**config.mk**
```make
export PLATFORM = sky130hd
export DESIGN_NAME = iic_cmd_seq
export DESIGN_NICKNAME = d
export VERILOG_FILES = /design/src/rtl/iic_seq_pkg.sv /design/src/rtl/iic_seq_dp.sv /design/src/rtl/iic_seq_ctl.sv /design/src/rtl/iic_cmd_seq.sv
export SDC_FILE = /design/constraint.sdc
export NUM_CORES = 1
export LEC_CHECK = 0
export BUFFER_PORTS_ARGS = -buffer_cell sky130_fd_sc_hd__buf_2
export CORE_MARGIN = 4
export CORE_UTILIZATION = 50
export CTS_CLUSTER_SIZE = 30
export DETAILED_ROUTE_END_ITERATION = 8
export PLACE_DENSITY_LB_ADDON = 0.1
export SLEW_MARGIN = 15
export SYNTH_ARGS = -nofsm -noshare
export SYNTH_HDL_FRONTEND = slang
export SYNTH_SLANG_ARGS = --single-unit
```
**constraint.sdc**
```tcl
create_clock -name clk -period 3.2 [get_ports clk]
set_input_delay 0.16 -clock clk [delete_from_list [all_inputs] [get_ports clk]]
set_output_delay 0.16 -clock clk [all_outputs]
set_load 0.01 [all_outputs]
```
**src/rtl/iic_seq_pkg.sv**
```systemverilog
package iic_seq_pkg;
  localparam int DATA_W = 8;

  localparam logic [1:0] A_DATA = 2'd0;
  localparam logic [1:0] A_CTRL = 2'd1;
  localparam logic [1:0] A_DIVL = 2'd2;
  localparam logic [1:0] A_DIVH = 2'd3;

  localparam int CB_EN    = 7;
  localparam int CB_START = 6;
  localparam int CB_STOP  = 5;
  localparam int CB_TMR   = 4;
  localparam int CB_TXI   = 3;
  localparam int CB_NAK   = 2;

  typedef enum logic [3:0] {
    ST_IDLE, ST_PRE, ST_STA, ST_STB, ST_BLO, ST_BHI,
    ST_ALO, ST_AHI, ST_HOLD, ST_SPA, ST_SPB
  } busState_e;

  typedef struct packed {
    logic loadShift;
    logic shiftBit;
    logic commitRx;
  } dpStrobe_t;
endpackage

```
**src/rtl/iic_seq_dp.sv**
```systemverilog
module iic_seq_dp
  import iic_seq_pkg::*;
#(
  parameter int DIV_W = 16,
  parameter int DIV_RESET = 8
) (
  input  logic              clk,
  input  logic              rstN,
  input  logic              wrEn,
  input  logic [1:0]        wrAddr,
  input  logic [DATA_W-1:0] wrData,
  input  dpStrobe_t         strobe,
  input  logic              sdaIn,
  output logic              tick,
  output logic              txFull,
  output logic              txAddrRead,
  output logic              shiftMsb,
  output logic [DATA_W-1:0] rxData,
  output logic [DIV_W-1:0]  divisor
);
  logic [DIV_W-1:0]  baudCnt;
  logic [DATA_W-1:0] txData;
  logic [DATA_W-1:0] shiftQ;
  logic [DATA_W-1:0] shiftNext;
  logic [15:0]       divWide;

  assign divWide    = 16'(divisor);
  assign tick       = (baudCnt <= DIV_W'(1));
  assign shiftMsb   = shiftQ[DATA_W-1];
  assign txAddrRead = txData[0];
  assign shiftNext  = {shiftQ[DATA_W-2:0], sdaIn};

  // baud counter: one tick per reload, shared by bus timing and spare timer
  always_ff @(posedge clk or negedge rstN) begin
    if (!rstN) baudCnt <= DIV_W'(DIV_RESET);
    else       baudCnt <= tick ? divisor : baudCnt - 1'b1;
  end

  always_ff @(posedge clk or negedge rstN) begin
    if (!rstN) begin
      divisor <= DIV_W'(DIV_RESET);
    end else if (wrEn && wrAddr == A_DIVL) begin
      divisor <= DIV_W'({divWide[15:8], wrData});
    end else if (wrEn && wrAddr == A_DIVH) begin
      divisor <= DIV_W'({wrData, divWide[7:0]});
    end
  end

  always_ff @(posedge clk or negedge rstN) begin
    if (!rstN) begin
      txData <= '0;
      txFull <= 1'b0;
    end else if (wrEn && wrAddr == A_DATA) begin
      txData <= wrData;
      txFull <= 1'b1;
    end else if (strobe.loadShift) begin
      txFull <= 1'b0;
    end
  end

  always_ff @(posedge clk or negedge rstN) begin
    if (!rstN) begin
      shiftQ <= '0;
      rxData <= '0;
    end else begin
      if (strobe.loadShift)     shiftQ <= txData;
      else if (strobe.shiftBit) shiftQ <= shiftNext;
      if (strobe.commitRx)      rxData <= shiftNext;
    end
  end
endmodule

```
**src/rtl/iic_seq_ctl.sv**
```systemverilog
module iic_seq_ctl
  import iic_seq_pkg::*;
(
  input  logic              clk,
  input  logic              rstN,
  input  logic              wrEn,
  input  logic [1:0]        wrAddr,
  input  logic [DATA_W-1:0] wrData,
  input  logic              tick,
  input  logic              txFull,
  input  logic              txAddrRead,
  input  logic              shiftMsb,
  output logic [7:0]        ctrlQ,
  output dpStrobe_t         strobe,
  output logic              sclOe,
  output logic              sdaOe
);
  localparam logic [2:0] LAST_BIT = 3'(DATA_W - 1);

  busState_e state, stNext;
  logic [2:0] bitCnt, cntNext;
  logic modeRx, modeNext, readReq, readNext;
  logic enQ, tmrEn, txiEn, auxA, auxB;
  logic startP, stopP, nakP;
  logic clrStart, clrStop, clrNak;
  logic ctrlWr, enNext;

  assign ctrlWr = wrEn && wrAddr == A_CTRL;
  assign enNext = ctrlWr ? wrData[CB_EN] : enQ;
  assign ctrlQ  = {enQ, startP, stopP, tmrEn, txiEn, nakP, auxA, auxB};

  // request bits: software sets, hardware clears, disable wipes
  always_ff @(posedge clk or negedge rstN) begin
    if (!rstN) begin
      {enQ, tmrEn, txiEn, auxA, auxB} <= '0;
      {startP, stopP, nakP} <= '0;
    end else begin
      if (ctrlWr) {enQ, tmrEn, txiEn, auxA, auxB} <=
        {wrData[CB_EN], wrData[CB_TMR], wrData[CB_TXI], wrData[1], wrData[0]};
      startP <= enNext & (startP | (ctrlWr & wrData[CB_START])) & ~clrStart;
      stopP  <= enNext & (stopP  | (ctrlWr & wrData[CB_STOP]))  & ~clrStop;
      nakP   <= enNext & (nakP   | (ctrlWr & wrData[CB_NAK]))   & ~clrNak;
    end
  end

  always_comb begin
    stNext = state; cntNext = bitCnt; modeNext = modeRx; readNext = readReq;
    strobe = '0; clrStart = 1'b0; clrStop = 1'b0; clrNak = 1'b0;
    if (tick) begin
      unique case (state)
        ST_IDLE: if (stopP) clrStop = 1'b1;
                 else if (startP && txFull) stNext = ST_PRE;
        ST_PRE:  stNext = ST_STA;
        ST_STA:  stNext = ST_STB;
        ST_STB: begin
          strobe.loadShift = 1'b1; clrStart = 1'b1;
          modeNext = 1'b0; readNext = txAddrRead;
          cntNext = LAST_BIT; stNext = ST_BLO;
        end
        ST_BLO:  stNext = ST_BHI;
        ST_BHI: begin
          strobe.shiftBit = 1'b1;
          if (bitCnt == '0) begin
            strobe.commitRx = modeRx; stNext = ST_ALO;
          end else begin
            cntNext = bitCnt - 1'b1; stNext = ST_BLO;
          end
        end
        ST_ALO:  stNext = ST_AHI;
        ST_AHI, ST_HOLD: begin
          if (state == ST_AHI) begin
            modeNext = readReq;
            if (modeRx && nakP) clrNak = 1'b1;
          end
          if (stopP) stNext = ST_SPA;
          else if (startP) stNext = txFull ? ST_PRE : ST_HOLD;
          else if (modeNext) begin
            cntNext = LAST_BIT; stNext = ST_BLO;
          end else if (txFull) begin
            strobe.loadShift = 1'b1; cntNext = LAST_BIT; stNext = ST_BLO;
          end else stNext = ST_HOLD;
        end
        ST_SPA:  stNext = ST_SPB;
        ST_SPB: begin clrStop = 1'b1; stNext = ST_IDLE; end
        default: stNext = ST_IDLE;
      endcase
    end
  end

  always_ff @(posedge clk or negedge rstN) begin
    if (!rstN) begin
      state <= ST_IDLE; bitCnt <= '0; modeRx <= 1'b0; readReq <= 1'b0;
    end else if (!enQ) begin
      state <= ST_IDLE; modeRx <= 1'b0;
    end else begin
      state <= stNext; bitCnt <= cntNext; modeRx <= modeNext; readReq <= readNext;
    end
  end

  always_comb begin
    sclOe = 1'b0; sdaOe = 1'b0;
    unique case (state)
      ST_PRE, ST_HOLD:    sclOe = 1'b1;
      ST_STB, ST_SPB:     sdaOe = 1'b1;
      ST_SPA:             begin sclOe = 1'b1; sdaOe = 1'b1; end
      ST_BLO:             begin sclOe = 1'b1; sdaOe = !modeRx && !shiftMsb; end
      ST_BHI:             sdaOe = !modeRx && !shiftMsb;
      ST_ALO:             begin sclOe = 1'b1; sdaOe = modeRx && !nakP; end
      ST_AHI:             sdaOe = modeRx && !nakP;
      default:            ;
    endcase
  end
endmodule

```
**src/rtl/iic_cmd_seq.sv**
```systemverilog
module iic_cmd_seq
  import iic_seq_pkg::*;
#(
  parameter int DIV_W = 16,
  parameter int DIV_RESET = 8
) (
  input  logic       clk,
  input  logic       rstN,
  input  logic [1:0] regAddr,
  input  logic       regWrEn,
  input  logic [7:0] regWrData,
  output logic [7:0] regRdData,
  input  logic       sdaIn,
  output logic       sclOe,
  output logic       sdaOe,
  output logic       txIrq,
  output logic       timerIrq
);
  dpStrobe_t        strobe;
  logic             tick, txFull, txAddrRead, shiftMsb;
  logic [7:0]       ctrlQ;
  logic [7:0]       rxData;
  logic [DIV_W-1:0] divisor;
  logic [15:0]      divWide;

  iic_seq_dp #(.DIV_W(DIV_W), .DIV_RESET(DIV_RESET)) u_dp (
    .clk(clk), .rstN(rstN), .wrEn(regWrEn), .wrAddr(regAddr), .wrData(regWrData),
    .strobe(strobe), .sdaIn(sdaIn), .tick(tick), .txFull(txFull),
    .txAddrRead(txAddrRead), .shiftMsb(shiftMsb), .rxData(rxData), .divisor(divisor)
  );

  iic_seq_ctl u_ctl (
    .clk(clk), .rstN(rstN), .wrEn(regWrEn), .wrAddr(regAddr), .wrData(regWrData),
    .tick(tick), .txFull(txFull), .txAddrRead(txAddrRead), .shiftMsb(shiftMsb),
    .ctrlQ(ctrlQ), .strobe(strobe), .sclOe(sclOe), .sdaOe(sdaOe)
  );

  assign divWide  = 16'(divisor);
  assign txIrq    = ctrlQ[CB_EN] && ctrlQ[CB_TXI] && !txFull;
  assign timerIrq = !ctrlQ[CB_EN] && ctrlQ[CB_TMR] && tick;

  always_comb begin
    unique case (regAddr)
      A_DATA:  regRdData = rxData;
      A_CTRL:  regRdData = ctrlQ;
      A_DIVL:  regRdData = divWide[7:0];
      default: regRdData = divWide[15:8];
    endcase
  end
endmodule

```
==> results.toml <==
[yosys]
synth_top_area_cell = "dfrtp_1"
yosys-top-cells-area = "dfrtp_1 (47%), mux2_2 (11%), mux4_2 (4.7%)"
synth_cell_types = 63
syn-instance-count = 346
synthArstFlopShare = 1.000
seq_area_frac_synth = 0.4804
synthFlopType = "dfrtp_1"
yosys_register_bits = 74
syn-num-nets = 364
netlist_top_cells_count = "dfrtp_1 (72), mux2_2 (39), o21ai_0 (23), nand2_1 (22), a21oi_1 (19)"
syn_area_um2 = 3860
synth_edf_count = 0
syn_avg_cell_area_um2 = 11.16
synth_most_common_cell = "dfrtp_1"
yosysWarnings = 0
synth_top_area_frac = 0.4668

[place]
post_dp_cell_area_um2 = 4070
gp_congestion = 0.8116
io_buffers = 25
dp_hpwl_mm = 6.323
place_ws_ns = 0.6615

[floorplanning]
die-area_um2 = 9189
initial_core_util = 0.5238
coreArea_um2 = 7370
fp-row-count = 31
io_pins = 26
die_w_um = 95.86
die_h_um = 95.86

[clock_network]
cts_tree = "built"
cts_root_buf = "clkbuf_8"
ctsHoldBuffers = 1
ctsResizeCount = 0
cts_buffers = 9
h-tree-depth = 3
cts_setup_buffers = 0
clk_pin_slew_ns = 0.08
cts_max_path_buffers = 2
clkLatencyLatePin_ns = 0.35
clock_sinks = 74

[grt]
antenna_found_initial = 0
grt_usage = 0.2167
grt.overflow.total = 0
grt_pass1_wl_mm = 14.79
grt_pass1_vias = 2702
grt_max_degree = 75

[routing]
wl_per_cell_um = 18.94
drcViolationCount = 0
drt_iter0_markers = 225
viasPerCell = 5.919
final_antenna_net_count = 0
dr.pass1.iters = 4
num_vias = 2794
wirelength_mm = 8.938

[worst_setup_path]
critPathLaunchType = "flip-flop"
cp-end-kind = "output pin"
ff2ff_path_depth = 6
crit_arrival_ns = 2.69
critPathRequiredTime_ns = 3.04
worstPathMaxFanout = 26
critPathKind = "flip-flop to output pin"

[final_layout]
syn2layout_area_growth_pct = 10.73
antenna_cells = 0
nFillCells = 669
stdcell_area_um2 = 4274
fin_nets = 386
drive_above_1_share = 0.2922

[outcome]
outcome = "completed"

[pwr]
switchingPower_w = 0.0007443
p_leak_nw = 1.778
total_power_w = 0.002444
internal_power_w = 0.001699
powerDensity_nw_per_um2 = 571.8
vdd_drop_max_mv = 0.3730
clkPwrFrac = 0.299
swShare = 0.3046
p_comb_frac = 0.178
seqPwrFrac = 0.522

[timing]
fmax_mhz = 350.6
slew_viol_final = 0
period_minus_slack_ns = 2.852
slew_headroom = 0.3502
fin_worst_skew_ns = 0.01075
hold_viol_final = 0
finalSetupViolCount = 0
fin_setup_tns_ns = 0
setup_slack_ns = 0.3478
worst_pin_slew_ns = 0.9747
finalHoldWorstSlack_ns = 0.07888
period_share = 0.8913
rsz0062_at_grt = "no"

[run]
maxCapViolations = 0

[hold_path]
hold_class = "input pin to flip-flop"
hold_path_depth = 2
## worst max-delay path, stage by stage, from the launching register on
cell and delay [ns]:
dfrtp_1 0.42, or3_1 0.44, nand2b_4 0.20, or3_1 0.73, nor3b_1 0.36, buf_2 0.18
## cells in the final DEF, fill, tap and decap left out, types with 5 or more instances in the layout
master	n
a21oi_1	19
a22o_1	5
a31oi_1	5
buf_2	24
buf_4	7
clkbuf_8	9
dfrtp_1	72
inv_1	9
mux2_2	39
mux4_2	8
nand2_1	22
nand3_1	6
nor2_1	17
nor3_1	9
o21ai_0	23
o2bb2ai_1	5
xnor2_1	8
## through the flow
stage,cells,util
floorplan,346,-
global placement,455,0.5523
detailed placement,455,0.5523
CTS,472,0.5800
global route,472,0.5800
finish,472,0.5800
## path summary, 6_finish.rpt
check,start,endpoint,slack [ns]
setup / recovery,u_dp.baudCnt[8],timerIrq,0.35
max in group asynchronous,rstN,u_dp.rxData[1],2.11
setup reg to reg,u_dp.baudCnt[0],u_ctl.state[3],0.67
min in group asynchronous,rstN,u_dp.baudCnt[6],0.49
hold reg to reg,u_ctl.bitCnt[2],u_ctl.bitCnt[2],0.46
hold / removal,sdaIn,u_dp.rxData[0],0.08
## power groups by stage
stage,clock (W),combinational [W],sequential [W]
2_1_floorplan,0,0.000337,0.00124
3_5_place_dp,0,0.000437,0.00130
5_1_grt,0.000787,0.000491,0.00131
3_3_place_gp,0,0.000428,0.00129
4_1_cts,0.000743,0.000442,0.00128
6_report,0.000731,0.000435,0.00128
## cell families after synthesis
family,after synthesis,synth area share
multiplexers,48,0.1630
XOR/XNOR,12,0.02723
AO/OA/AOI/OAI,86,0.1443
flip-flops,74,0.4804
AND/OR/NAND/NOR,92,0.1394
adder cells (fa/ha/maj),4,0.01297
buffers and inverters,30,0.03274
## area by class of cell
type,count,area [µm²],area share
multi-input combinational,242,1886,0.4412
sequential,74,1854,0.4338
timing repair buffer,32,182.7,0.04274
clock buffer,10,127.6,0.02986
tap,99,123.9,0.02898
clock inverter,6,66.31,0.01552
inverter,9,33.78,0.007904
## per-layer routing
layer  share of wire  vias to the layer above  track usage
met2            0.48                       58       0.3243
met4           0.013                        0      0.06754
met3           0.045                        9      0.03753
met5               0                        -            0
li1                -                     1323            -
met1            0.47                     1404       0.3218
## flip-flops by register name, summed over array words and instances, names as in the netlist, 3 cells and up
| signal | cells |
|---|---|
| u_ctl.bitCnt | 3 |
| u_ctl.state | 4 |
| u_dp.baudCnt | 16 |
| u_dp.divisor | 16 |
| u_dp.rxData | 8 |
| u_dp.shiftQ | 8 |
| u_dp.txData | 8 |
(Power assumes the default switching activity.)
